**src/rtl/pfg_pkg.sv**
```systemverilog
package pfg_pkg;

   // Position of each flag in a flag pair.
   localparam int FLAG_MMIO = 0;
   localparam int FLAG_DMA  = 1;

   typedef logic [1:0] flag_pair_t;

   // Next value of one flag pair.
   // Clear applies first, software set overrides it, and a freeze overrides both.
   function automatic flag_pair_t flag_next(input flag_pair_t cur,
                                            input flag_pair_t set_m,
                                            input flag_pair_t clr_m,
                                            input logic       frz);
      flag_pair_t n;
      n = (cur & ~clr_m) | set_m;
      if (frz) n = 2'b11;
      return n;
   endfunction

endpackage

```
**src/rtl/pfg_flag_bank.sv**
```systemverilog
module pfg_flag_bank
   import pfg_pkg::*;
#(
   parameter int NUM_GRP = 256,
   parameter int GRP_W   = 8
)(
   input  logic               clk,
   input  logic               rst_n,
   input  logic               frz_vld,
   input  logic [GRP_W-1:0]   frz_grp,
   input  logic               cfg_we,
   input  logic [GRP_W-1:0]   cfg_grp,
   input  logic [1:0]         cfg_set,
   input  logic [1:0]         cfg_clr,
   output logic [NUM_GRP-1:0] mmio_q,
   output logic [NUM_GRP-1:0] dma_q
);

   for (genvar g = 0; g < NUM_GRP; g++) begin : g_grp
      logic       frz_hit;
      logic       cfg_hit;
      flag_pair_t cur;
      flag_pair_t nxt;

      assign frz_hit = frz_vld && (frz_grp == GRP_W'(g));
      assign cfg_hit = cfg_we  && (cfg_grp == GRP_W'(g));
      assign cur     = {dma_q[g], mmio_q[g]};
      assign nxt     = flag_next(cur,
                                 cfg_hit ? cfg_set : 2'b00,
                                 cfg_hit ? cfg_clr : 2'b00,
                                 frz_hit);

      always_ff @(posedge clk or negedge rst_n) begin
         if (!rst_n) begin
            mmio_q[g] <= 1'b0;
            dma_q[g]  <= 1'b0;
         end else begin
            mmio_q[g] <= nxt[FLAG_MMIO];
            dma_q[g]  <= nxt[FLAG_DMA];
         end
      end
   end

endmodule

```
**src/rtl/pfg_path_gate.sv**
```systemverilog
module pfg_path_gate #(
   parameter int PW = 48,
   parameter int DW = 32
)(
   input  logic          clk,
   input  logic          rst_n,
   input  logic          in_vld,
   input  logic          in_wr,
   input  logic [PW-1:0] in_pay,
   input  logic          frozen,
   output logic          fwd_vld,
   output logic          fwd_wr,
   output logic [PW-1:0] fwd_pay,
   output logic          cpl_vld,
   output logic [DW-1:0] cpl_rdata
);

   logic pass;
   logic drop;

   assign pass = in_vld && !frozen;
   assign drop = in_vld &&  frozen;

   always_ff @(posedge clk or negedge rst_n) begin
      if (!rst_n) begin
         fwd_vld   <= 1'b0;
         cpl_vld   <= 1'b0;
         cpl_rdata <= '0;
      end else begin
         fwd_vld   <= pass;
         cpl_vld   <= drop;
         cpl_rdata <= (drop && !in_wr) ? '1 : '0;
      end
   end

   // The payload is held only when a request is accepted, which saves toggling on idle cycles.
   always_ff @(posedge clk or negedge rst_n) begin
      if (!rst_n) begin
         fwd_wr  <= 1'b0;
         fwd_pay <= '0;
      end else if (pass) begin
         fwd_wr  <= in_wr;
         fwd_pay <= in_pay;
      end
   end

endmodule

```
**src/rtl/part_freeze_gate.sv**
```systemverilog
module part_freeze_gate
   import pfg_pkg::*;
#(
   parameter int NUM_GRP = 256,
   parameter int AW      = 48,
   parameter int DW      = 64,
   localparam int GRP_W  = (NUM_GRP > 1) ? $clog2(NUM_GRP) : 1
)(
   input  logic             clk,
   input  logic             rst_n,
   input  logic             frz_vld,
   input  logic [GRP_W-1:0] frz_grp,
   input  logic             cfg_we,
   input  logic [GRP_W-1:0] cfg_grp,
   input  logic [1:0]       cfg_set,
   input  logic [1:0]       cfg_clr,
   input  logic [GRP_W-1:0] cfg_rd_grp,
   output logic [1:0]       cfg_rd_flags,
   input  logic             cpu_req_vld,
   input  logic [GRP_W-1:0] cpu_req_grp,
   input  logic             cpu_req_wr,
   input  logic [AW-1:0]    cpu_req_addr,
   input  logic [DW-1:0]    cpu_req_wdata,
   output logic             cpu_fwd_vld,
   output logic             cpu_fwd_wr,
   output logic [AW-1:0]    cpu_fwd_addr,
   output logic [DW-1:0]    cpu_fwd_wdata,
   output logic             cpu_cpl_vld,
   output logic [DW-1:0]    cpu_cpl_rdata,
   input  logic             dma_req_vld,
   input  logic [GRP_W-1:0] dma_req_grp,
   input  logic             dma_req_wr,
   input  logic             dma_req_msi,
   input  logic [AW-1:0]    dma_req_addr,
   input  logic [DW-1:0]    dma_req_wdata,
   output logic             dma_fwd_vld,
   output logic             dma_fwd_wr,
   output logic             dma_fwd_msi,
   output logic [AW-1:0]    dma_fwd_addr,
   output logic [DW-1:0]    dma_fwd_wdata,
   output logic             dma_cpl_vld,
   output logic [DW-1:0]    dma_cpl_rdata
);

   localparam int CPU_PW = AW + DW;
   localparam int DMA_PW = 1 + AW + DW;

   if (NUM_GRP < 2 || NUM_GRP > 256) begin : g_bad_grp
      $error("part_freeze_gate: NUM_GRP must lie in 2..256");
   end
   if ((NUM_GRP & (NUM_GRP - 1)) != 0) begin : g_bad_pow2
      $error("part_freeze_gate: NUM_GRP must be a power of two");
   end
   if (AW < 1 || DW < 1) begin : g_bad_width
      $error("part_freeze_gate: AW and DW must be positive");
   end

   logic [NUM_GRP-1:0] mmio_q;
   logic [NUM_GRP-1:0] dma_q;

   pfg_flag_bank #(
      .NUM_GRP (NUM_GRP),
      .GRP_W   (GRP_W)
   ) u_bank (
      .clk     (clk),
      .rst_n   (rst_n),
      .frz_vld (frz_vld),
      .frz_grp (frz_grp),
      .cfg_we  (cfg_we),
      .cfg_grp (cfg_grp),
      .cfg_set (cfg_set),
      .cfg_clr (cfg_clr),
      .mmio_q  (mmio_q),
      .dma_q   (dma_q)
   );

   assign cfg_rd_flags[FLAG_MMIO] = mmio_q[cfg_rd_grp];
   assign cfg_rd_flags[FLAG_DMA]  = dma_q[cfg_rd_grp];

   // CPU-side path, gated by the MMIO flag.
   logic [CPU_PW-1:0] cpu_pay_in;
   logic [CPU_PW-1:0] cpu_pay_out;

   assign cpu_pay_in = {cpu_req_addr, cpu_req_wdata};

   pfg_path_gate #(
      .PW (CPU_PW),
      .DW (DW)
   ) u_cpu_gate (
      .clk       (clk),
      .rst_n     (rst_n),
      .in_vld    (cpu_req_vld),
      .in_wr     (cpu_req_wr),
      .in_pay    (cpu_pay_in),
      .frozen    (mmio_q[cpu_req_grp]),
      .fwd_vld   (cpu_fwd_vld),
      .fwd_wr    (cpu_fwd_wr),
      .fwd_pay   (cpu_pay_out),
      .cpl_vld   (cpu_cpl_vld),
      .cpl_rdata (cpu_cpl_rdata)
   );

   assign {cpu_fwd_addr, cpu_fwd_wdata} = cpu_pay_out;

   // Device-side path, gated by the DMA flag. MSIs are treated as writes.
   logic [DMA_PW-1:0] dma_pay_in;
   logic [DMA_PW-1:0] dma_pay_out;
   logic              dma_is_wr;

   assign dma_pay_in = {dma_req_msi, dma_req_addr, dma_req_wdata};
   assign dma_is_wr  = dma_req_wr || dma_req_msi;

   pfg_path_gate #(
      .PW (DMA_PW),
      .DW (DW)
   ) u_dma_gate (
      .clk       (clk),
      .rst_n     (rst_n),
      .in_vld    (dma_req_vld),
      .in_wr     (dma_is_wr),
      .in_pay    (dma_pay_in),
      .frozen    (dma_q[dma_req_grp]),
      .fwd_vld   (dma_fwd_vld),
      .fwd_wr    (dma_fwd_wr),
      .fwd_pay   (dma_pay_out),
      .cpl_vld   (dma_cpl_vld),
      .cpl_rdata (dma_cpl_rdata)
   );

   assign {dma_fwd_msi, dma_fwd_addr, dma_fwd_wdata} = dma_pay_out;

endmodule

```
**config.mk**
```make
export PLATFORM = sky130hd
export DESIGN_NAME = part_freeze_gate
export DESIGN_NICKNAME = d
export VERILOG_FILES = /design/src/rtl/pfg_pkg.sv /design/src/rtl/pfg_flag_bank.sv /design/src/rtl/pfg_path_gate.sv /design/src/rtl/part_freeze_gate.sv
export SDC_FILE = /design/constraint.sdc
export NUM_CORES = 2
export LEC_CHECK = 0
export ABC_AREA = 1
export BUFFER_PORTS_ARGS = -buffer_cell sky130_fd_sc_hd__clkbuf_2
export CELL_PAD_IN_SITES_DETAIL_PLACEMENT = 1
export CELL_PAD_IN_SITES_GLOBAL_PLACEMENT = 2
export CORE_AREA = 4 4 507 258
export CTS_CLUSTER_DIAMETER = 40
export DETAILED_ROUTE_END_ITERATION = 10
export DIE_AREA = 0 0 511 262
export HOLD_SLACK_MARGIN = 0.02
export PLACE_DENSITY = 0.91
export SYNTH_ARGS = -nofsm -noshare
export SYNTH_HDL_FRONTEND = slang
export SYNTH_SLANG_ARGS = --single-unit
export TNS_END_PERCENT = 5
```
**constraint.sdc**
```tcl
create_clock -name clk -period 7.35 [get_ports clk]
set_input_delay 1.47 -clock clk [delete_from_list [all_inputs] [get_ports clk]]
set_output_delay 1.47 -clock clk [all_outputs]
set_load 0.03 [all_outputs]
```
======== After elaboration in Yosys (flattened, before gate mapping) ========
Cells that the tools add are included.
operators by class
  magnitude comparators ................... 3
  equal/unequal tests ..................... 510
  multiplexer cells ....................... 778
  bitwise gates (word level) .............. 768
  reductions and logical operators ........ 525
operators by type and width
  operator            number
  $eq 8x8->1 const B  256
  $mux 2              768
  $eq 8x7->1 const B  128
  $logic_and 1x1->1   518
  $and 2x2->2         256
  $eq 8x6->1 const B  64
  $not 2->2           256
  $or 2x2->2          256
  $eq 8x5->1 const B  32
  $eq 8x4->1 const B  16
  $mux 64             2
  $eq 8x3->1 const B  8
  $bmux 1 s8          4
  $eq 8x2->1 const B  4
  $lt 8x9->1 const B  3
  $eq 8x1->1 const B  2
  $logic_not 8->1     2
  $logic_not 1->1     4
  $mux 1              4
  $logic_or 1x1->1    1
storage, ports and cells
  register bits ........................... 871
  bits of input ports ..................... 277
  output and inout bits ................... 361

======== Longest topological paths before layout ========
  depth after elaboration ................. 7
  gate-level depth with buffers ........... 17
  gate-level depth less buffers ........... 13

======== Hierarchy ========
Synthesis repeated with hierarchy kept, for this count alone.
second synthesis, totals
  cell total of the unflattened synthesis .. 7206
  area total of the unflattened synthesis .. 46667.3 um2
modules (own cells, without submodules)
  module                      instances  cells an instance  area each (um2)  seq. area each (um2)
  pfg_flag_bank               1          3766               26142.6          12812.3
  part_freeze_gate            1          2314               10383.7          0.0
  pfg_path_gate (u_dma_gate)  1          565                5082.4           2927.8
  pfg_path_gate (u_cpu_gate)  1          561                5058.6           2902.8

======== Worst setup path after synthesis ========
Ideal clock, no wire load.
  path type ............................... input-to-output
  start ................................... in cfg_rd_grp[0]
  end ..................................... out cfg_rd_flags[0]
  data arrival time ....................... 3128 ps
  setup slack ............................. 2752 ps
  stages on the path ...................... 14
  path buffers ............................ 3
  cells stage by stage .................... buf_2 -> inv_1 -> clkbuf_1 -> clkbuf_1 -> nor2_1 -> o22ai_1 -> nand2_1 -> nand3_1 -> nand2_1 -> o21ai_0 -> nand2_1 -> nand3_1 -> nand3_1 -> nand2_1
on the way
  word-level cells in the longest chain between the ends .. 2
RTL lines
  element                       line                    text
  start: declaration            part_freeze_gate.sv:17  input logic [GRP_W-1:0] cfg_rd_grp,
  $bmux 1 s8                    part_freeze_gate.sv:77  assign cfg_rd_flags[FLAG_MMIO] = mmio_q[cfg_rd_grp];
  $mux 1 (not written as such)  part_freeze_gate.sv:77
  end: declaration              part_freeze_gate.sv:18  output logic [1:0] cfg_rd_flags,
No other way between the ends. The select of a mux whose other input is x is not followed.

======== Final worst setup path ========
  start ................................... in cfg_rd_grp[0]
  end ..................................... out cfg_rd_flags[1]
on the way
  word-level cells in the longest chain between the ends .. 2
RTL lines
  element                       line                    text
  $bmux 1 s8                    part_freeze_gate.sv:78  assign cfg_rd_flags[FLAG_DMA] = dma_q[cfg_rd_grp];
  $mux 1 (not written as such)  part_freeze_gate.sv:78
No other way between the ends. The select of a mux whose other input is x is not followed.

==> metrics.txt <==
initial antenna violation count 23; Pre-Repair DR Iteration Count 6; RePlAce Congestion 0.956; Tot Pwr 13.9 mW; gr ovfl total 0; DP Area 47800 µm²; sequential area share after synthesis 42.3%; Worst Setup Start Kind input port; Fillers 15900; RSZ-0062 raised after global routing false; Fin. Hold Viols 0; Post-Synthesis Cells 6291; post-CTS setup buffer count 0; Vias/cell 5.92; yosys warns 0; ranking of synthesized cells by area dfrtp_1, nand2_1, nand3_1; Post-CTS Resized 0; peak supply drop 199 µV; largest net degree at the start of global routing 172; worst skew pair latency 0.76 ns; vias in the first global route 48800; WS Path Type in2out; Final setup viols 0; pre-CTS WS 1.54 ns; H-tree Lvls 3; clock sinks 745; max-slew violations 0; die area 134000 µm²; Worst Skew 0.0535 ns; Crit path required time 5.88 ns; FP Rows 92; worst-margin pin slew 1.30 ns; Max-cap violations 0; Seq. cell area 18600 µm²; first-pass GRT wire length 333 mm; Synth top area share 42.3%; leak pwr 23.4 nW; WL final 228 mm; Rel. slew slack 13.1%; Die Y 262 µm; routed via count 49500; cell-by-cell trace of the critical path clkbuf_8 -> inv_8 -> buf_12 -> o21ai_0 -> o22ai_1 -> nand2_1 -> nand3_1 -> nand3_1 -> nand2_1 -> nand2_1 -> nand3_1 -> nand3_1 -> nand2_1 -> clkbuf_2; clk buf depth 3; Syn Area/Cell 7.01 µm²; DRT iter0 DRCs 5201; Yosys reg bits 745; Yosys cell types 19; fraction of layout cells with a size suffix above 1 14.9%; core area 126000 µm²; Multi-input gate area 21300 µm²; maximum fanout along the worst path 82; area delta synth->final 17.5%; type of the most critical hold path reg2reg; FMAX 167 MHz; CTS Hold Bufs 0; pwr dens 268 nW/µm²; Chip Width 511 µm; # IOs 638; initial core utilization 35.0%; Num CTS Buffers 111; Fin Setup TNS 0 ns; CP arrival 4.53 ns; delay of the slowest critical-path stage 0.45 ns; Slowest cell on crit path inv_8; Final WS setup 1.35 ns; final critical-path share of the clock period 81.6%; worst hold margin 0.468 ns; Post-Syn Area 44100 µm²; post-synthesis net count 6568; Final #Nets 6826; Clock transition at path regs 0.05 ns; wire per inst 27.3 µm; CTS tree done; Final HPWL DP 147 mm; CTS root buf clkbuf_16; clock period minus worst slack 6.00 ns; leading area contributor after synthesis dfrtp_1; status finished, final reports clean; Design Area, Final 51800 µm²; CP Capture Type output port; Total GRT Usage 32.9%; post-route ant nets 0; DRC violations left 0; Port-buffer cells 637
-- cell usage after synthesis --
master and number:
nand2_1 1678, nand3_1 858, o21ai_0 772, dfrtp_1 745, nor2_1 612, inv_1 356, clkbuf_1 317, o211ai_1 256
nand4_1 228, buf_4 139, o22ai_1 128, buf_2 110, buf_1 35, nor3_1 31, clkinv_1 10, nand3_2 6
inv_2 5, a21oi_1 4, or2_2 1
-- power breakdown --
part | total, mW | switching, mW | internal, mW
Clock | 5.75 | 2.42 | 3.33
Sequential | 5.16 | 0.476 | 4.68
Combinational | 2.97 | 2.17 | 0.794
-- flip-flops by register name, summed over array words and instances (netlist names), 112 cells and up --
name / cells
u_bank.mmio_q: 256
u_cpu_gate.fwd_pay: 112
u_bank.dma_q: 256
u_dma_gate.fwd_pay: 113
-- stage by stage --
step | instances | utilization [%]
5_1_grt | 8354 | 41.2
3_5_place_dp | 8128 | 38.0
3_3_place_gp | 8128 | 38.0
4_1_cts | 8338 | 41.1
2_1_floorplan | 6291 | -
6_report | 8355 | 41.2
-- worst max-delay path: cells and delay by family --
kind / cells / cell delay [ns]
buffers and inverters: 4 / 1.30
AND/OR/NAND/NOR: 8 / 1.16
AO/OA/AOI/OAI: 2 / 0.37
-- cells by family after synthesis --
family          Yosys count  synth area share (%)
compound gates         1160                  15.0
buf+inv                 972                  9.77
flops                   745                  42.3
simple gates           3414                  33.0
-- path summary, 6_finish.rpt --
path | from | to | slack [ns] | depth (start not counted)
max | cfg_rd_grp[0] | cfg_rd_flags[1] | 1.35 | 14
min | u_cpu_gate.fwd_pay[0] | u_cpu_gate.fwd_pay[0] | 0.47 | 2
max reg2reg | u_bank.mmio_q[70] | u_cpu_gate.fwd_pay[88] | 3.89 | 13
min reg2reg | u_cpu_gate.fwd_pay[0] | u_cpu_gate.fwd_pay[0] | 0.47 | 2
max in group asynchronous | rst_n | u_cpu_gate.fwd_pay[23] | 5.12 | 2
min in group asynchronous | rst_n | u_bank.mmio_q[237] | 0.73 | 1
-- cell type report --
type                       count  area share, %
antenna                       17         0.0821
multi-input combinational   4574           41.1
timing repair buffer         746           8.37
clock inverter                86           1.98
clock buffer                 124           5.61
sequential                   745           36.0
inverter                     371           2.76
tap                         1692           4.09
-- placed cells by master (no fill, tap or decap), types with 4 or more instances in the layout --
master and instances:
clkbuf_1 5, nor3_1 17, nand3_1 858, clkbuf_2 626, o21ai_0 772, clkinvlp_4 7
nand2_1 1678, clkbuf_16 111, o22ai_1 128, clkinv_4 12, nand4_1 228, inv_6 32
clkinv_2 12, clkbuf_8 9, a21oi_1 4, dfrtp_1 744, inv_1 348, inv_8 10
diode_2 17, buf_4 92, nand3_4 6, o211ai_1 256, nor2_2 4, bufinv_16 11
clkinv_1 11, nor3_4 5, clkinv_8 7, buf_12 22, nor3_2 9, nor2_1 606
-- routing by layer --
metal	vias up	part of all wire, %	track usage, %
met5	-	0.029	0
met4	8	6.2	19.3
met3	718	9.4	7.56
met2	2635	44	51.0
met1	24400	40	42.3
li1	21700	-	-
Note: power is estimated with default switching activity, not from simulation.
